--- config.mk ---
export PLATFORM = sky130hd
export DESIGN_NAME = ppt_pulse_pause_tx
export DESIGN_NICKNAME = d
export VERILOG_FILES = /design/src/rtl/ppt_pkg.sv /design/src/rtl/ppt_tick_timer.sv /design/src/rtl/ppt_bit_pick.sv /design/src/rtl/ppt_frame_seq.sv /design/src/rtl/ppt_pulse_pause_tx.sv
export SDC_FILE = /design/constraint.sdc
export NUM_CORES = 1
export LEC_CHECK = 0
export BUFFER_PORTS_ARGS = -buffer_cell sky130_fd_sc_hd__clkbuf_2
export CAP_MARGIN = 20
export CORE_AREA = 2 2 109 111
export CTS_CLUSTER_SIZE = 20
export DETAILED_ROUTE_END_ITERATION = 16
export DIE_AREA = 0 0 111 113
export HOLD_SLACK_MARGIN = 0.12
export PLACE_DENSITY = 0.45
export SKIP_LAST_GASP = 1
export SYNTH_ARGS = -nofsm -noshare
export SYNTH_HDL_FRONTEND = slang
export SYNTH_SLANG_ARGS = --single-unit
--- constraint.sdc ---
create_clock -name clk -period 3.7 [get_ports clk]
set_clock_uncertainty 0.15 [all_clocks]
set_input_delay 0.74 -clock clk [delete_from_list [all_inputs] [get_ports clk]]
set_output_delay 0.74 -clock clk [all_outputs]
set_load 0.01 [all_outputs]
--- src/rtl/ppt_pkg.sv ---
// Shared types and helpers for the pulse-pause transmitter.
// Assumes: nothing beyond IEEE 1800-2017 elaboration.
package ppt_pkg;

    // Phase of the frame sequencer
    typedef enum logic [2:0] {
        PH_IDLE,
        PH_LEAD,
        PH_PAUSE,
        PH_HIGH,
        PH_CLOSE
    } ppt_phase_e;

    // Larger of two integers, used to size tick counters
    function automatic int ppt_max(input int a, input int b);
        return (a > b) ? a : b;
    endfunction

endpackage

--- src/rtl/ppt_tick_timer.sv ---
// Phase timer: counts a loaded number of protocol ticks, each tick lasting
// CPT clock cycles, and flags the last cycle of the interval.
// Assumes: ticks_i is at least 1 whenever load_i is high. A load has
// priority over an expiry in the same cycle, so phases chain back to back.
module ppt_tick_timer #(
    parameter int CPT = 133,
    parameter int TW  = 9
) (
    input  logic          clk,
    input  logic          rst_n,
    input  logic          load_i,
    input  logic [TW-1:0] ticks_i,
    output logic          expire_o
);

    logic          act_q;
    logic [TW-1:0] cnt_q;
    logic          step;

    generate
        if (CPT > 1) begin : g_prescale
            localparam int PW = $clog2(CPT);
            localparam logic [PW-1:0] PRE_TOP = PW'(CPT - 1);
            logic [PW-1:0] pre_q;

            // Cycle prescaler: restarts on load, wraps once per tick
            always_ff @(posedge clk) begin
                if (!rst_n)
                    pre_q <= '0;
                else if (load_i || pre_q == '0)
                    pre_q <= PRE_TOP;
                else
                    pre_q <= pre_q - 1'b1;
            end

            assign step = act_q && (pre_q == '0);
        end else begin : g_direct
            assign step = act_q;
        end
    endgenerate

    // Tick countdown and activity flag
    always_ff @(posedge clk) begin
        if (!rst_n) begin
            act_q <= 1'b0;
            cnt_q <= '0;
        end else if (load_i) begin
            act_q <= 1'b1;
            cnt_q <= ticks_i - 1'b1;
        end else if (step) begin
            if (cnt_q == '0)
                act_q <= 1'b0;
            else
                cnt_q <= cnt_q - 1'b1;
        end
    end

    assign expire_o = step && (cnt_q == '0);

endmodule

--- src/rtl/ppt_bit_pick.sv ---
// Bit selection and whitening: picks frame bit idx_i, XORs it with the
// keystream bit, and clamps a raw length to the frame width.
// Assumes: MAX_BITS < 2**LEN_W.
module ppt_bit_pick #(
    parameter int MAX_BITS = 32,
    parameter int LEN_W    = 6
) (
    input  logic [MAX_BITS-1:0] frame_i,
    input  logic [LEN_W-1:0]    idx_i,
    input  logic                ks_bit_i,
    input  logic [LEN_W-1:0]    len_raw_i,
    output logic                tx_bit_o,
    output logic [LEN_W-1:0]    nbits_o
);

    localparam logic [LEN_W-1:0] LEN_CAP = LEN_W'(MAX_BITS);

    logic sel;

    // Multiplexer over the frame bits, indices past the frame read zero
    always_comb begin
        sel = 1'b0;
        for (int i = 0; i < MAX_BITS; i++) begin
            if (idx_i == LEN_W'(i))
                sel = frame_i[i];
        end
    end

    assign tx_bit_o = sel ^ ks_bit_i;

    // Length clamp to the frame width
    assign nbits_o = (len_raw_i > LEN_CAP) ? LEN_CAP : len_raw_i;

endmodule

--- src/rtl/ppt_frame_seq.sv ---
// Frame sequencer: walks lead-in, per-bit pause and high phases and the
// closing pause. Drives the line, the keystream strobe and the done flag.
// Assumes: the timer expires in the last cycle of each loaded interval.
// The picked bit is already whitened, and inputs are only taken when idle.
module ppt_frame_seq
    import ppt_pkg::*;
#(
    parameter int MAX_BITS   = 32,
    parameter int LEN_W      = 6,
    parameter int TW         = 9,
    parameter int LEAD_TICKS = 330,
    parameter int PAUSE_TICKS = 30,
    parameter int ONE_TICKS  = 120,
    parameter int ZERO_TICKS = 60
) (
    input  logic                clk,
    input  logic                rst_n,
    input  logic                start_i,
    input  logic [MAX_BITS-1:0] frame_i,
    input  logic [LEN_W-1:0]    nbits_i,
    input  logic                pick_bit_i,
    input  logic                expire_i,
    output logic                load_o,
    output logic [TW-1:0]       ticks_o,
    output logic [MAX_BITS-1:0] frame_o,
    output logic [LEN_W-1:0]    idx_o,
    output logic                line_o,
    output logic                ks_adv_o,
    output logic                done_o,
    output logic                busy_o
);

    ppt_phase_e          ph_q, ph_d;
    logic [MAX_BITS-1:0] frame_q;
    logic [LEN_W-1:0]    nbits_q;
    logic [LEN_W-1:0]    idx_q;
    logic                txbit_q;
    logic                adv_q;
    logic                done_q;
    logic                line_q;
    logic                accept;
    logic                capture;
    logic                finish;

    // Next phase, timer load and per-bit capture decisions
    always_comb begin
        ph_d    = ph_q;
        load_o  = 1'b0;
        ticks_o = '0;
        accept  = 1'b0;
        capture = 1'b0;
        finish  = 1'b0;
        unique case (ph_q)
            PH_IDLE: begin
                if (start_i) begin
                    accept  = 1'b1;
                    ph_d    = PH_LEAD;
                    load_o  = 1'b1;
                    ticks_o = TW'(LEAD_TICKS);
                end
            end
            PH_LEAD: begin
                if (expire_i) begin
                    load_o  = 1'b1;
                    ticks_o = TW'(PAUSE_TICKS);
                    if (nbits_q == '0) begin
                        ph_d = PH_CLOSE;
                    end else begin
                        ph_d    = PH_PAUSE;
                        capture = 1'b1;
                    end
                end
            end
            PH_PAUSE: begin
                if (expire_i) begin
                    ph_d    = PH_HIGH;
                    load_o  = 1'b1;
                    ticks_o = txbit_q ? TW'(ONE_TICKS) : TW'(ZERO_TICKS);
                end
            end
            PH_HIGH: begin
                if (expire_i) begin
                    load_o  = 1'b1;
                    ticks_o = TW'(PAUSE_TICKS);
                    if (idx_q == nbits_q) begin
                        ph_d = PH_CLOSE;
                    end else begin
                        ph_d    = PH_PAUSE;
                        capture = 1'b1;
                    end
                end
            end
            PH_CLOSE: begin
                if (expire_i) begin
                    ph_d   = PH_IDLE;
                    finish = 1'b1;
                end
            end
            default: ph_d = PH_IDLE;
        endcase
    end

    // Phase register and registered line, strobe and done outputs
    always_ff @(posedge clk) begin
        if (!rst_n) begin
            ph_q   <= PH_IDLE;
            line_q <= 1'b1;
            adv_q  <= 1'b0;
            done_q <= 1'b0;
        end else begin
            ph_q   <= ph_d;
            line_q <= !(ph_d == PH_PAUSE || ph_d == PH_CLOSE);
            adv_q  <= capture;
            done_q <= finish;
        end
    end

    // Frame capture on accept, bit capture and index step per bit
    always_ff @(posedge clk) begin
        if (!rst_n) begin
            frame_q <= '0;
            nbits_q <= '0;
            idx_q   <= '0;
            txbit_q <= 1'b0;
        end else if (accept) begin
            frame_q <= frame_i;
            nbits_q <= nbits_i;
            idx_q   <= '0;
        end else if (capture) begin
            txbit_q <= pick_bit_i;
            idx_q   <= idx_q + 1'b1;
        end
    end

    assign frame_o  = frame_q;
    assign idx_o    = idx_q;
    assign line_o   = line_q;
    assign ks_adv_o = adv_q;
    assign done_o   = done_q;
    assign busy_o   = (ph_q != PH_IDLE);

endmodule

--- src/rtl/ppt_pulse_pause_tx.sv ---
// Top of the pulse-pause transmitter: ties the sequencer, the phase timer
// and the bit picker together.
// Assumes: CYCLES_PER_TICK clock cycles make one protocol tick, and the
// keystream source steps once per ks_adv_o pulse, before the next bit.
module ppt_pulse_pause_tx
    import ppt_pkg::*;
#(
    parameter int MAX_BITS        = 32,
    parameter int LEN_W           = 6,
    parameter int CYCLES_PER_TICK = 133,
    parameter int LEAD_TICKS      = 330,
    parameter int PAUSE_TICKS     = 30,
    parameter int ONE_TICKS       = 120,
    parameter int ZERO_TICKS      = 60
) (
    input  logic                clk,
    input  logic                rst_n,
    input  logic                start_i,
    input  logic [MAX_BITS-1:0] frame_i,
    input  logic [LEN_W-1:0]    len_i,
    input  logic                ks_bit_i,
    output logic                ks_adv_o,
    output logic                line_o,
    output logic                done_o
);

    localparam int MAX_TICKS = ppt_max(ppt_max(LEAD_TICKS, PAUSE_TICKS),
                                       ppt_max(ONE_TICKS, ZERO_TICKS));
    localparam int TW = $clog2(MAX_TICKS + 1);

    logic                load;
    logic [TW-1:0]       ticks;
    logic                expire;
    logic [MAX_BITS-1:0] frame_q;
    logic [LEN_W-1:0]    idx;
    logic                pick_bit;
    logic [LEN_W-1:0]    nbits;
    logic                busy;

    ppt_bit_pick #(
        .MAX_BITS (MAX_BITS),
        .LEN_W    (LEN_W)
    ) u_pick (
        .frame_i   (frame_q),
        .idx_i     (idx),
        .ks_bit_i  (ks_bit_i),
        .len_raw_i (len_i),
        .tx_bit_o  (pick_bit),
        .nbits_o   (nbits)
    );

    ppt_tick_timer #(
        .CPT (CYCLES_PER_TICK),
        .TW  (TW)
    ) u_timer (
        .clk      (clk),
        .rst_n    (rst_n),
        .load_i   (load),
        .ticks_i  (ticks),
        .expire_o (expire)
    );

    ppt_frame_seq #(
        .MAX_BITS    (MAX_BITS),
        .LEN_W       (LEN_W),
        .TW          (TW),
        .LEAD_TICKS  (LEAD_TICKS),
        .PAUSE_TICKS (PAUSE_TICKS),
        .ONE_TICKS   (ONE_TICKS),
        .ZERO_TICKS  (ZERO_TICKS)
    ) u_seq (
        .clk        (clk),
        .rst_n      (rst_n),
        .start_i    (start_i),
        .frame_i    (frame_i),
        .nbits_i    (nbits),
        .pick_bit_i (pick_bit),
        .expire_i   (expire),
        .load_o     (load),
        .ticks_o    (ticks),
        .frame_o    (frame_q),
        .idx_o      (idx),
        .line_o     (line_o),
        .ks_adv_o   (ks_adv_o),
        .done_o     (done_o),
        .busy_o     (busy)
    );

endmodule

==> results by group, run 1 <==
Global route
  – Number of global-route vias before repair: 3143
  – Overflow after GRT: 0
  – Initial antenna violation count: 0
  – First-pass GRT wire length: 15370 um
  – Total Routing Usage GR: 0.1539
  – Largest net degree at the start of global routing: 45

Critical path
  – Most used cell along the critical path: nand2_1
  – Buf/Inv on CP: 0
  – Crit. End Element: flip-flop
  – Startpoint Class: flip-flop
  – Slowest CP cell: or4_4
  – Critical Path RT: 3.81 ns
  – Crit-path cells: or4_4, or3_1, nor4_4, nor2_1, nand2_1, ha_1, nand2_1, nor4_1, nor2b_1, nand4_1, o211ai_1
  – CP top delay family: simple AND/OR/NAND/NOR gates
  – Kind of critical path: reg -> reg
  – Critical path's largest stage delay: ~0.52 ns
  – Crit-path max FO: 7
  – Critical Path AT: 3.30 ns

Drt
  – Avg WL per Cell: 14.48 um
  – Vias: between 3000 and 4000
  – Routed Wire Length: 9165 um
  – Post-route ant nets: 0
  – Drc violations: 0
  – First-pass iteration count of the detailed router: 4
  – 1st-iter DRT viols: 92
  – Vias per cell: 5.021

Placement
  – DP Wirelength: about 6500 um
  – I/O Buffers: 44
  – Gp weighted congestion: approximately 0.83

Power and ir drop
  – Total power: ~0.0022 W
  – Power Density: approximately 520 mW/mm2
  – Static Leak: between 1.5 and 2 nW
  – Max VDD drop: just over 300 uV

Logic synthesis
  – Post-Syn Instances: 453
  – Post-synth EDFFs: 0
  – Yosys cell types: 60
  – YS warnings: 0
  – Async SR Flop Fraction: 0
  – Cell area after synthesis: ~0.0036 mm2
  – Mean Syn Cell Area: around 8.1 um2
  – Synthesized flop and latch total: between 60 and 70
  – Sequential element share of the synthesized area: 0.3785
  – Post-Synthesis Net Count: approximately 500
  – Ys flop type: dfxtp_1

STA
  – Fmax achieved: approximately 0.31 GHz
  – Crit path time final: 3.190 ns
  – Worst rel slew slack: 0.4591
  – Setup Viol. Count Final: 0
  – Final period util: 0.8623
  – Final Hold Violating Endpoints: 0
  – RSZ-0062 raised after global routing: no
  – Final Max Slew Viols: 0
  – Measured slew at the worst slew-check pin: between 0.7 and 0.8 ns
  – Setup_tns: 0 ns

CTS
  – Max clock buf depth: 2
  – H-Tree Level Count: 3
  – Clock buffer count from CTS: 9
  – Clk sinks: between 60 and 70
  – PostCTS Resize Cnt: 0
  – Root Buffer: clkbuf_16
  – Worst-Skew Late Latency: ~0.34 ns
  – Hold-fix buffers, CTS: 0
  – CTS tree: done
  – Postcts setup bufs: 0
  – Clock-pin slew on the worst setup and hold paths: ~0.05 ns

Min path
  – HP Class: reg -> reg

Floorplanning
  – Initial Util: 0.3238
  – Die Width: ~110 um
  – I/O pin count: between 40 and 50
  – Die Area: approximately 0.013 mm2
  – Core region area: ~0.011 mm2
  – Cell Rows: 39
  – Die height: roughly 110 um

Flow run
  – Max-cap viol count: 0

Cells and area
  – Core Util, Final: 0.3837
  – Number of antenna repair diodes: 0
  – Layout cell share with drive strength beyond 1: 0.1612
  – Commonest non-fill, non-tap cell in the layout: nand2_1
  – Most frequent cells in the layout: nand2_1 (102), dfxtp_1 (69), a21boi_0 (45)
  – Synth-to-Final Area Change: 18.51%
  – Nets: 533

Outcome
  – Outcome: finished, final reports clean
==> power by group <==
group          switching (W)  internal, W  leakage, nW
Sequential         0.0000575     0.000812        0.565
Clock               0.000330     0.000658        0.163
Combinational       0.000217     0.000171        0.927
Total               0.000605      0.00164         1.66
==> Yosys cell counts, drive strengths merged (6+ instances only) <==
| cell | instances | share of area |
|---|---|---|
| ha | 6 | 0.021 |
| nor2b | 10 | 0.017 |
| dfxtp | 69 | 0.38 |
| o21ai | 10 | 0.014 |
| nand2 | 103 | 0.11 |
| nor2 | 29 | 0.030 |
| nor3 | 11 | 0.018 |
| nand3 | 8 | 0.011 |
| xnor2 | 13 | 0.031 |
| nand3b | 10 | 0.021 |
| inv | 9 | 0.0093 |
| a21boi | 46 | 0.095 |
| xor2 | 6 | 0.014 |
| a21oi | 11 | 0.015 |
| nor4 | 6 | 0.019 |
| clkbuf | 25 | 0.026 |
==> worst paths after layout <==
kind | start | depth (start not counted) | end | slack [ns]
worst max-delay path | u_timer.cnt_q[2]$_SDFFE_PN0P_ | 11 | u_timer.cnt_q[6]$_SDFFE_PN0P_ | 0.51
worst min-delay path | u_timer.g_prescale.pre_q[0]$_SDFF_PP0_ | 1 | u_timer.g_prescale.pre_q[0]$_SDFF_PP0_ | 0.29
worst min register to register | u_timer.g_prescale.pre_q[0]$_SDFF_PP0_ | 1 | u_timer.g_prescale.pre_q[0]$_SDFF_PP0_ | 0.29
worst max register to register | u_timer.cnt_q[2]$_SDFFE_PN0P_ | 11 | u_timer.cnt_q[6]$_SDFFE_PN0P_ | 0.51
==> area by class of cell <==
type,count,area [um2]
clock inverter,6,111.4
timing repair buffer,50,265.3
fill,1182,6947
multi-input combinational,346,2126
tap,143,178.9
inverter,9,33.78
clock buffer,10,229.0
sequential,69,1381
==> metal layers <==
layer  global-route usage  routed length (um)  up-vias
met2               0.2569                4416       42
met4              0.06417                 195        0
li1                     -                   -     1635
met5                    0                   0        -
met1               0.1854                4247     1487
met3              0.04660                 306       14
==> sequential cells by signal, indices dropped and copies added, names as in the netlist <==
| register | count |
|---|---|
| u_timer.act_q | 1 |
| u_seq.ks_adv_o | 1 |
| u_timer.g_prescale.pre_q | 8 |
| u_seq.ph_q | 3 |
| u_seq.done_o | 1 |
| u_seq.line_o | 1 |
| u_seq.idx_o | 6 |
| u_seq.frame_o | 32 |
| u_seq.nbits_q | 6 |
| u_timer.cnt_q | 9 |
| u_seq.txbit_q | 1 |
==> through the flow <==
stage,setup slack [ns],instance area [um2],hold WS [ns],cells
after detailed placement,0.5346,3985,0.2810,617
after global placement,0.5757,3985,0.2823,617
after CTS,0.5186,4325,0.2939,633
after global routing,0.2508,4325,0.3188,633
after floorplan,0.7420,3650,0.2641,453
final,0.5096,4325,0.2927,633
==> kinds of logic after synthesis <==
logic type	synth area share
adders and majority gates	0.02057
buffers and inverters	0.04148
muxes	0.01406
AOI/OAI and AO/OA	0.2088
DFF	0.3785
and+or+nand+nor	0.2910
xor gates and xnor gates	0.04559
==> worst register-to-register path: cells and delay by family, from the launching register on <==
| kind | cells | cell delay (ns) |
|---|---|---|
| adder cells (fa/ha/maj) | 1 | 0.17 |
| flip-flops | 1 | 0.34 |
| AND/OR/NAND/NOR | 9 | 2.30 |
| AO/OA/AOI/OAI | 1 | 0.14 |
(Power assumes the default switching activity.)
==> run 2: changes to the inputs <==
- CORE_AREA: 2 2 109 111 -> 2 2 111 113
- DIE_AREA: 0 0 111 113 -> 0 0 113 115
- SYNTH_HIERARCHICAL: default -> 1
- clock period: 3.7 -> 3.6 ns (I/O delays scaled with it)
==> run 2 against run 1 <==
- the run now ends with DRC left
- register-to-register slack lost 0.20 ns
- highest routed layer unchanged
- sequential share of layout area shrank 0.42 points
- critical path type unchanged
- total power shrank 2.1%
- worst setup slack lost 0.20 ns
- routed wire length shrank 0.13%
- flip-flop and latch count is the same
- worst hold slack lost 0.0080 ns
==> results by group, run 2 <==
Drt
  – First-pass iteration count of the detailed router: 10 (+6)
  – Vias: 3383 (+6.5%)
  – Post-route ant nets: 0 (unchanged)
  – Drc violations: 2 (+2)
  – Routed Wire Length: 9153 um (-0.13%)
  – Vias per cell: 5.118 (+1.9%)
  – 1st-iter DRT viols: 143 (+55%)
  – Avg WL per Cell: 13.85 um (-4.4%)

Critical path
  – Critical path's largest stage delay: 0.44 ns (-0.08 ns)
  – Critical Path AT: 3.35 ns (+0.05 ns)
  – Worst setup startpoint: u_timer/cnt_q[0]$_SDFFE_PN0P_
  – Buf/Inv on CP: 0 (unchanged)
  – CP top delay family: simple AND/OR/NAND/NOR gates
  – Crit. End Element: flip-flop
  – Startpoint Class: flip-flop
  – Critical Path RT: 3.66 ns (-0.15 ns)
  – Slowest CP cell: or4_1
  – Kind of critical path: reg -> reg
  – Crit-path cells: nor3_1, nand4_1, nor2_1, nand2b_1, o21ai_1, mux2i_1, ha_1, o211ai_1, or4_1, nand3_1, a21oi_1
  – Crit-path max FO: 5 (-2)
  – Reg-to-Reg Start: u_timer/cnt_q[0]$_SDFFE_PN0P_

Cells and area
  – FF+latch area: 0.001381 mm2 (unchanged)
  – Nets: 557 (+4.5%)
  – Core Util, Final: 0.3711 (-0.01265)
  – Area of the multi-input gates: 0.002173 mm2 (+2.2%)
  – Filler cell count in the final layout: 1240 (+4.9%)
  – Synth-to-Final Area Change: 16.11%
  – Number of antenna repair diodes: 0 (unchanged)
  – Max FFs per register: 32 (unchanged)
  – Most frequent cells in the layout: nand2_1 (96), dfxtp_1 (69), a21oi_1 (61)
  – Fin cells: 661 (+4.4%)
  – Commonest non-fill, non-tap cell in the layout: nand2_1
  – Layout cell share with drive strength beyond 1: 0.1751 (+0.01387)

CTS
  – Root Buffer: clkbuf_16
  – Worst-Skew Late Latency: 0.33 ns (about the same)
  – CTS tree: done
  – Hold-fix buffers, CTS: 0 (unchanged)
  – H-Tree Level Count: 3 (unchanged)
  – Max clock buf depth: 2 (unchanged)
  – Clk sinks: 69 (unchanged)
  – Clock buffer count from CTS: 9 (unchanged)
  – Clock-pin slew on the worst setup and hold paths: 0.05 ns (about the same)

STA
  – Setup Viol. Count Final: 0 (unchanged)
  – Fmax achieved: 0.3043 GHz (-2.9%)
  – Measured slew at the worst slew-check pin: 0.9183 ns (+0.1196 ns)
  – Setup_tns: 0 ns (unchanged)
  – Crit path time final: 3.287 ns (+0.09633 ns)
  – Final period util: 0.9130 (+0.05071)
  – Final Hold Violating Endpoints: 0 (unchanged)
  – Final Max Slew Viols: 0 (unchanged)
  – Worst hold slack: 0.2847 ns (-0.007982 ns)
  – Worst rel slew slack: 0.3870 (-0.07214)
  – RSZ-0062 raised after global routing: no

Logic synthesis
  – Cell area after synthesis: 0.003775 mm2 (+3.4%)
  – Mean Syn Cell Area: 7.981 um2 (-0.95%)
  – YS warnings: 6 (+6)
  – Post-Syn Instances: 473 (+4.4%)

Floorplanning
  – Die Area: 0.01300 mm2 (+3.6%)
  – Initial Util: 0.3196 (-0.004190)
  – Die Width: 113 um (+1.8%)
  – Cell Rows: 40 (+2.6%)
  – Core region area: 0.01181 mm2 (+4.8%)
  – Die height: 115 um (+1.8%)
  – I/O pin count: 45 (unchanged)

Global route
  – First-pass GRT wire length: 15430 um (+0.36%)
  – Total Routing Usage GR: 0.1467 (-0.007216)
  – Overflow after GRT: 0 (unchanged)
  – Number of global-route vias before repair: 3183 (+1.3%)
  – Initial antenna violation count: 0 (unchanged)
  – Largest net degree at the start of global routing: 44 (-2.2%)

Min path
  – Hold Path Origin: u_timer/g_prescale.pre_q[0]$_SDFF_PP0_
  – HP Class: reg -> reg

Placement
  – Gp weighted congestion: 0.8207 (-1.5%)
  – DP Wirelength: 6193 um (-4.8%)
  – Placed Cells: 647 (+4.9%)
  – I/O Buffers: 44 (unchanged)

Power and ir drop
  – Static Leak: 1.654 nW (about the same)
  – Max VDD drop: 184.1 uV (-40%)
  – Power Density: 501.5 mW/mm2 (-3.4%)

Outcome
  – Failing checks: DRC
  – Outcome: complete, but fails checks

Flow run
  – Max-cap viol count: 0 (unchanged)
==> run 2: through the flow <==
stage          worst slack, ns  instance area, um2  total power, W
3_3_place_gp            0.3712                4093        0.001359
5_1_grt                0.05948                4383        0.002328
4_1_cts                 0.2587                4378        0.002225
6_report                0.3133                4383        0.002198
2_1_floorplan          0.09054                3779        0.001245
3_5_place_dp            0.2929                4093        0.001363
==> run 2: layout make-up <==
cell class / count / share of cell area
Clock buffer: 13 / 0.06395
Clock inverter: 1 / 0.001142
Tap cell: 147 / 0.04196
Multi-Input combinational cell: 362 / 0.4959
Sequential cell: 69 / 0.3152
Timing Repair Buffer: 56 / 0.07080
Inverter: 13 / 0.01113
==> run 2: power breakdown <==
group	switching (W)	leakage [nW]	internal [W]	total, W
Sequential	0.0000746	0.565	0.000840	0.000915
Clock	0.000312	0.144	0.000532	0.000844
Combinational	0.000248	0.945	0.000192	0.000440
==> run 2: what timing repair did <==
action	4_1_cts	5_1_grt
setup endpoints to repair	0	4
setup buffers	0	0
gates resized for setup	0	1
==> run 2: final timing paths <==
kind	to	depth (start not counted)	slack [ns]
setup / recovery	u_timer/cnt_q[6]$_SDFFE_PN0P_	11	0.31
setup reg to reg	u_timer/cnt_q[6]$_SDFFE_PN0P_	11	0.31
hold reg to reg	u_timer/g_prescale.pre_q[0]$_SDFF_PP0_	1	0.28
hold / removal	u_timer/g_prescale.pre_q[0]$_SDFF_PP0_	1	0.28
==> run 2: layer usage <==
layer  routed length (um)  track usage
met2                 4140       0.2343
met3                  364      0.03690
met1                 4540       0.1928
met4                  108      0.05366
met5                    0            0
